$ cat src/rtl/stf_pkg.sv
// Shared constants and state types for the response byte stuffer.
// Assumes a byte-wide link; the reserved values are parameters of the users.
package stf_pkg;
    localparam int          BYTE_W       = 8;
    localparam logic [7:0]  DEF_PAD      = 8'hAA;
    localparam logic [7:0]  DEF_MARK     = 8'h55;

    // Encoder: plain flow, or holding the second half of an escape pair
    typedef enum logic {
        ENC_FLOW = 1'b0,
        ENC_PEND = 1'b1
    } enc_state_e;

    // Decoder: plain flow, or a marker has been consumed
    typedef enum logic {
        DEC_FLOW = 1'b0,
        DEC_OPEN = 1'b1
    } dec_state_e;
endpackage

$ cat src/rtl/stf_classify.sv
// Byte classifier shared by the encoder and decoder.
// Flags the fill and marker values and provides the byte XOR marker.
// Purely combinational; assumes PAD != MARK.
module stf_classify #(
    parameter int          W    = 8,
    parameter logic [W-1:0] PAD  = 8'hAA,
    parameter logic [W-1:0] MARK = 8'h55
) (
    input  logic [W-1:0] byte_i,
    output logic         is_pad,
    output logic         is_mark,
    output logic         is_resv,
    output logic [W-1:0] flipped
);
    // Compare against the reserved values and form the flipped byte
    always_comb begin
        is_pad  = (byte_i == PAD);
        is_mark = (byte_i == MARK);
        is_resv = is_pad || is_mark;
        flipped = byte_i ^ MARK;
    end
endmodule

$ cat src/rtl/stf_encoder.sv
// Escape encoder: a reserved payload byte becomes MARK, byte^MARK.
// The output is registered; one pending slot holds the second half of a pair.
// Assumes the downstream honours valid/ready; stalls hold all state.
module stf_encoder
    import stf_pkg::*;
#(
    parameter int          W    = 8,
    parameter logic [W-1:0] PAD  = 8'hAA,
    parameter logic [W-1:0] MARK = 8'h55
) (
    input  logic         clk,
    input  logic         rst_n,
    input  logic         in_valid,
    output logic         in_ready,
    input  logic [W-1:0] in_data,
    input  logic         in_last,
    output logic         out_valid,
    input  logic         out_ready,
    output logic [W-1:0] out_data,
    output logic         out_last
);
    enc_state_e   state_q;
    logic [W-1:0] pend_data_q;
    logic         pend_last_q;
    logic         ov_q;
    logic [W-1:0] od_q;
    logic         ol_q;
    logic         slot_free;
    logic         take;
    logic         c_pad, c_mark, c_resv;
    logic [W-1:0] c_flip;

    stf_classify #(.W(W), .PAD(PAD), .MARK(MARK)) u_cls (
        .byte_i  (in_data),
        .is_pad  (c_pad),
        .is_mark (c_mark),
        .is_resv (c_resv),
        .flipped (c_flip)
    );

    // Output register can load when empty or being drained
    always_comb begin
        slot_free = !ov_q || out_ready;
        in_ready  = (state_q == ENC_FLOW) && slot_free;
        take      = in_valid && in_ready;
    end

    // Load the output register from the pending slot or from the input
    always_ff @(posedge clk) begin
        if (!rst_n) begin
            state_q     <= ENC_FLOW;
            pend_data_q <= '0;
            pend_last_q <= 1'b0;
            ov_q        <= 1'b0;
            od_q        <= '0;
            ol_q        <= 1'b0;
        end else if (slot_free) begin
            if (state_q == ENC_PEND) begin
                ov_q    <= 1'b1;
                od_q    <= pend_data_q;
                ol_q    <= pend_last_q;
                state_q <= ENC_FLOW;
            end else if (take) begin
                ov_q <= 1'b1;
                if (c_resv) begin
                    od_q        <= MARK;
                    ol_q        <= 1'b0;
                    pend_data_q <= c_flip;
                    pend_last_q <= in_last;
                    state_q     <= ENC_PEND;
                end else begin
                    od_q <= in_data;
                    ol_q <= in_last;
                end
            end else begin
                ov_q <= 1'b0;
            end
        end
    end

    // Drive the registered output
    always_comb begin
        out_valid = ov_q;
        out_data  = od_q;
        out_last  = ol_q;
    end
endmodule

$ cat src/rtl/stf_decoder.sv
// Escape decoder: drops a marker and restores the following byte by XOR.
// A marker that closes a stream yields no byte and a one-cycle error pulse.
// The output is registered; the input is held off only by output stalls.
module stf_decoder
    import stf_pkg::*;
#(
    parameter int          W    = 8,
    parameter logic [W-1:0] PAD  = 8'hAA,
    parameter logic [W-1:0] MARK = 8'h55
) (
    input  logic         clk,
    input  logic         rst_n,
    input  logic         in_valid,
    output logic         in_ready,
    input  logic [W-1:0] in_data,
    input  logic         in_last,
    output logic         out_valid,
    input  logic         out_ready,
    output logic [W-1:0] out_data,
    output logic         out_last,
    output logic         err
);
    dec_state_e   state_q;
    logic         ov_q;
    logic [W-1:0] od_q;
    logic         ol_q;
    logic         err_q;
    logic         take;
    logic         c_pad, c_mark, c_resv;
    logic [W-1:0] c_flip;

    stf_classify #(.W(W), .PAD(PAD), .MARK(MARK)) u_cls (
        .byte_i  (in_data),
        .is_pad  (c_pad),
        .is_mark (c_mark),
        .is_resv (c_resv),
        .flipped (c_flip)
    );

    // Accept whenever the output register can take a result
    always_comb begin
        in_ready = !ov_q || out_ready;
        take     = in_valid && in_ready;
    end

    // Consume markers, restore escaped bytes, flag truncated escapes
    always_ff @(posedge clk) begin
        if (!rst_n) begin
            state_q <= DEC_FLOW;
            ov_q    <= 1'b0;
            od_q    <= '0;
            ol_q    <= 1'b0;
            err_q   <= 1'b0;
        end else begin
            err_q <= 1'b0;
            if (in_ready) begin
                ov_q <= 1'b0;
            end
            if (take) begin
                if (state_q == DEC_OPEN) begin
                    ov_q    <= 1'b1;
                    od_q    <= c_flip;
                    ol_q    <= in_last;
                    state_q <= DEC_FLOW;
                end else if (c_mark) begin
                    if (in_last) begin
                        err_q <= 1'b1;
                    end else begin
                        state_q <= DEC_OPEN;
                    end
                end else begin
                    ov_q <= 1'b1;
                    od_q <= in_data;
                    ol_q <= in_last;
                end
            end
        end
    end

    // Drive the registered output and error pulse
    always_comb begin
        out_valid = ov_q;
        out_data  = od_q;
        out_last  = ol_q;
        err       = err_q;
    end
endmodule

$ cat src/rtl/dbg_resp_stuffer.sv
// Top: response byte stuffer with its companion decoder side by side.
// The encoder feeds the byte-latched link; the decoder serves test loopback.
// Both paths are independent and share only clock and reset.
module dbg_resp_stuffer #(
    parameter int          W    = stf_pkg::BYTE_W,
    parameter logic [W-1:0] PAD  = stf_pkg::DEF_PAD,
    parameter logic [W-1:0] MARK = stf_pkg::DEF_MARK
) (
    input  logic         clk,
    input  logic         rst_n,
    input  logic         enc_in_valid,
    output logic         enc_in_ready,
    input  logic [W-1:0] enc_in_data,
    input  logic         enc_in_last,
    output logic         enc_out_valid,
    input  logic         enc_out_ready,
    output logic [W-1:0] enc_out_data,
    output logic         enc_out_last,
    input  logic         dec_in_valid,
    output logic         dec_in_ready,
    input  logic [W-1:0] dec_in_data,
    input  logic         dec_in_last,
    output logic         dec_out_valid,
    input  logic         dec_out_ready,
    output logic [W-1:0] dec_out_data,
    output logic         dec_out_last,
    output logic         dec_err
);
    stf_encoder #(.W(W), .PAD(PAD), .MARK(MARK)) u_enc (
        .clk       (clk),
        .rst_n     (rst_n),
        .in_valid  (enc_in_valid),
        .in_ready  (enc_in_ready),
        .in_data   (enc_in_data),
        .in_last   (enc_in_last),
        .out_valid (enc_out_valid),
        .out_ready (enc_out_ready),
        .out_data  (enc_out_data),
        .out_last  (enc_out_last)
    );

    stf_decoder #(.W(W), .PAD(PAD), .MARK(MARK)) u_dec (
        .clk       (clk),
        .rst_n     (rst_n),
        .in_valid  (dec_in_valid),
        .in_ready  (dec_in_ready),
        .in_data   (dec_in_data),
        .in_last   (dec_in_last),
        .out_valid (dec_out_valid),
        .out_ready (dec_out_ready),
        .out_data  (dec_out_data),
        .out_last  (dec_out_last),
        .err       (dec_err)
    );
endmodule

$ cat config.mk
export PLATFORM = sky130hd
export DESIGN_NAME = dbg_resp_stuffer
export DESIGN_NICKNAME = d
export VERILOG_FILES = /design/src/rtl/stf_pkg.sv /design/src/rtl/stf_classify.sv /design/src/rtl/stf_encoder.sv /design/src/rtl/stf_decoder.sv /design/src/rtl/dbg_resp_stuffer.sv
export SDC_FILE = /design/constraint.sdc
export NUM_CORES = 1
export LEC_CHECK = 0
export CAP_MARGIN = 20
export CORE_MARGIN = 8
export CORE_UTILIZATION = 40
export DETAILED_ROUTE_END_ITERATION = 7
export PLACE_DENSITY = 0.84
export SETUP_SLACK_MARGIN = 0.5
export SLEW_MARGIN = 25
export SYNTH_ARGS = -nofsm -noshare
export SYNTH_HDL_FRONTEND = slang
export SYNTH_SLANG_ARGS = --single-unit
$ cat constraint.sdc
create_clock -name clk -period 1.5 [get_ports clk]
set_input_delay 0.225 -clock clk [delete_from_list [all_inputs] [get_ports clk]]
set_output_delay 0.225 -clock clk [all_outputs]
set_load 0.05 [all_outputs]
==> metrics.md <==
| Metric | Value |
|---|---|
| Outcome | finished with violations |
| Failing checks | negative setup slack |
| Sequential fraction of the synthesis area | 0.479 |
| Post-Syn Instances | between 150 and 200 |
| Bufs and invs on worst path | 3 |
| DRC violations left | 0 |
| CP Capture Type | register |
| IR drop worst, VDD | roughly 0.0006 V |
| Crit path required time | between 1.5 and 2 ns |
| Initial Util | 0.407 |
| CTS tree | built |
| Seq cells post-synth | 32 |
| Yosys cell types | 31 |
| Post-DR wirelength/cell | about 23 um |
| Total gr overflow | 0 |
| Clk_skew | roughly 0.013 ns |
| Max stage delay cell, worst path | clkdlybuf4s50_1 |
| Worst hold slack | approximately 0.36 ns |
| Core Footprint | around 0.0033 sq mm |
| Endpoints failing hold | 0 |
| Clk slew on worst S/H paths | ~0.12 ns |
| Clock buffer depth | 2 |
| Fill count | between 100 and 150 |
| Crit-path max cell delay | approximately 0.45 ns |
| Vias per inst | 5.97 |
| Layout cell share with drive strength beyond 1 | 0.627 |
| Delay-heaviest family, CP | buffers and inverters |
| Crit Path Category | input pin to register |
| Post-synth EDFFs | 0 |
| Avg Inst Size Synth | between 8 and 9 sq um |
| Unrepaired setup endpoints after global routing | true |
| Main flop type after synthesis | dfxtp_1 |
| Sequential cell area | 679 sq um |
| Top cells by area, synth | dfxtp_1 48%, a31o_2 5.2%, nand2_1 4.8%, o21ai_0 3.4%, a21oi_1 3.0% |
| First-pass GRT wire length | 8600 um |
| Slew headroom | 0.713 |
| H-tree lvl count | 2 |
| F_max | around 620 MHz |
| Worst path depth | 7 |
| Vias after detailed routing | 1760 |
| Setup TNS | -0.647 ns |
| Startpoint Class | input pin |
| Clock root buffer | clkbuf_4 |
| Hold/Removal Path Class | input pin to register |
| HPWL after DPL | 2800 um |
| Minimum clock period | ~1.6 ns |
| Clock latency on the worst-skew pair | 0.34 ns |
| Final nets | around 270 |
| Post-route setup slack | -0.118 ns |
| Period Utilization, post-route | 1.08 |
| DIE HEIGHT | 73.8 um |
| Static leakage | between 1 and 1.5 nW |
| Largest area contributor in the netlist | dfxtp_1 |
| Routed Antenna Nets | 0 |
| PortBufs | 46 |
| Area taken by multi-input logic gates | 878 sq um |
| Synth top area share | 0.479 |
| Clk sinks | 32 |
| Initial antenna violation count | 0 |
| Area Overhead vs Synth | 106% |
| Endpoints failing setup | 9 |
| Fin. max-slew vios | 0 |
| # IOs | between 40 and 50 |
| Row cnt | 21 |
| Worst Hold Depth | 3 |
| Total global-route track usage | 0.211 |
| Die ar. | ~0.0055 sq mm |
| Largest net degree at the start of global routing | 11 |
| Drt first pass iters | 5 |
| Chip width | approximately 74 um |
| Crit-path cells | clkdlybuf4s50_1 > or3_4 > buf_6 > nor4_4 > buf_4 > o21ai_1 > a21oi_1 |
| Asr flop ratio synth | 0 |
| Routed WL | ~6700 um |
| WP data arrival | ~1.9 ns |
| Max Cap Violations | 0 |
| R2r worst-path depth | 6 |
| Worst-margin pin slew | around 0.43 ns |
| Syn Nets | between 150 and 200 |
| Vias in the first global route | around 1700 |
| Cell Area, Synth | ~0.0013 sq mm |
| Total CTS buffers | 5 |
| Gp weighted congestion | 0.798 |
| Critical path fanouts, max | 2 |
| Diodes inserted | 0 |
| Power Dens Cells | just over 800 mW/mm^2 |
| DRT iter0 DRCs | around 250 |
| Yosys warning count | 0 |
## tightest hold or removal path: stages
cell,delay (ns)
dlygate4sd2_1,0.27
nand3_1,0.09
a31oi_1,0.08
## power breakdown
group / switching [mW] / internal (mW)
Combinational: 0.373 / 0.358
Clock: 0.326 / 0.223
Sequential: 0.0442 / 0.898
Total: 0.743 / 1.48
## per-stage QoR
step	utilization	worst slack (ns)	instances	cell area, sq um	power (mW)
finish	0.838	-0.118	295	2750	2.22
global route	0.838	-0.184	295	2750	2.28
CTS	0.782	-0.0460	284	2570	2.10
detailed placement	0.610	-0.479	255	2000	1.42
global placement	0.610	-0.428	255	2000	1.41
floorplan	-	-0.142	151	1410	1.20
## path summary, 6_finish.rpt
path | startpoint | slack [ns] | end
setup / recovery | dec_in_data[7] | -0.12 | u_dec.out_data[7]
hold / removal | enc_in_data[5] | 0.36 | u_enc.out_data[5]
setup reg to reg | u_dec.state_q | -0.11 | u_dec.out_data[7]
hold reg to reg | u_enc.pend_data_q[7] | 0.49 | u_enc.out_data[7]
## layout make-up
class,instances,area share
Timing Repair Buffer,98,0.385
Tap cell,46,0.0209
Clock inverter,2,0.00364
Clock buffer,6,0.0186
Inverter,3,0.00591
Sequential cell,32,0.247
Multi-Input combinational cell,108,0.319
## synthesized netlist by cell type (2+ instances only)
| library cell | number |
|---|---|
| a211oi_1 | 4 |
| a21oi_1 | 8 |
| a311oi_1 | 4 |
| a31o_2 | 8 |
| a31oi_1 | 5 |
| and2_1 | 3 |
| and4_1 | 2 |
| buf_2 | 3 |
| clkbuf_1 | 5 |
| dfxtp_1 | 32 |
| inv_1 | 2 |
| mux2i_1 | 3 |
| nand2_1 | 17 |
| nand3_1 | 6 |
| nand4_1 | 2 |
| nor2_1 | 10 |
| nor3_1 | 7 |
| nor4_1 | 3 |
| o21ai_0 | 9 |
| o21bai_1 | 4 |
| xnor2_1 | 4 |
## cell usage in the layout, fill, tap and decap left out, types with 2 or more instances in the layout
cell type and instances:
o21bai_1 3, a21oi_1 2, and4_1 2, o21ai_1 2, buf_8 21, o21ai_4 2
dlygate4sd2_1 10, a311oi_2 4, nand2_1 17, a31o_2 8, buf_6 10, clkinv_2 3
mux2i_1 3, nor2_1 7, and2_4 2, clkdlybuf4s50_1 13, dfxtp_1 9, o21ai_2 7
nand3_1 6, nor2_4 3, nor3_2 2, clkbuf_4 5, a21oi_2 5, nor3_1 5
buf_12 5, xnor2_1 4, dfxtp_2 19, a31oi_1 5, nor4_2 2, a211oi_2 3
buf_4 38, dfxtp_4 4, nand4_1 2
## logic make-up (layout without fill, tap and decap cells)
kind of cell / Yosys count / count (layout) / synth area share
multiplexers: 3 / 3 / 0.0225
XOR/XNOR: 4 / 4 / 0.0262
buffers and inverters: 12 / 109 / 0.0421
AO/OA/AOI/OAI: 44 / 45 / 0.225
flip-flops: 32 / 32 / 0.479
AND/OR/NAND/NOR: 56 / 56 / 0.205
## flip-flops by register name (all words and copies together), names as in the netlist
| register | cells |
|---|---|
| u_dec.state_q | 1 |
| u_enc.state_q | 1 |
| u_dec.out_last | 1 |
| u_enc.pend_data_q | 8 |
| u_enc.out_last | 1 |
| u_dec.out_data | 8 |
| u_enc.pend_last_q | 1 |
| u_enc.out_valid | 1 |
| u_dec.err | 1 |
| u_enc.out_data | 8 |
| u_dec.out_valid | 1 |
## metal layers
metal,GRT usage,share of wire
met1,0.215,0.37
met2,0.386,0.49
met3,0.0423,0.085
met4,0.124,0.053
met5,0,0
## repair_timing
action,CTS,global route
hold buffers,0,0
gates resized for setup,108,25
cloned,2,0
buffers inserted,19,11
pin swaps,20,22
endpoints found under the setup margin,55,54
Power figures use the tool's default switching activity.
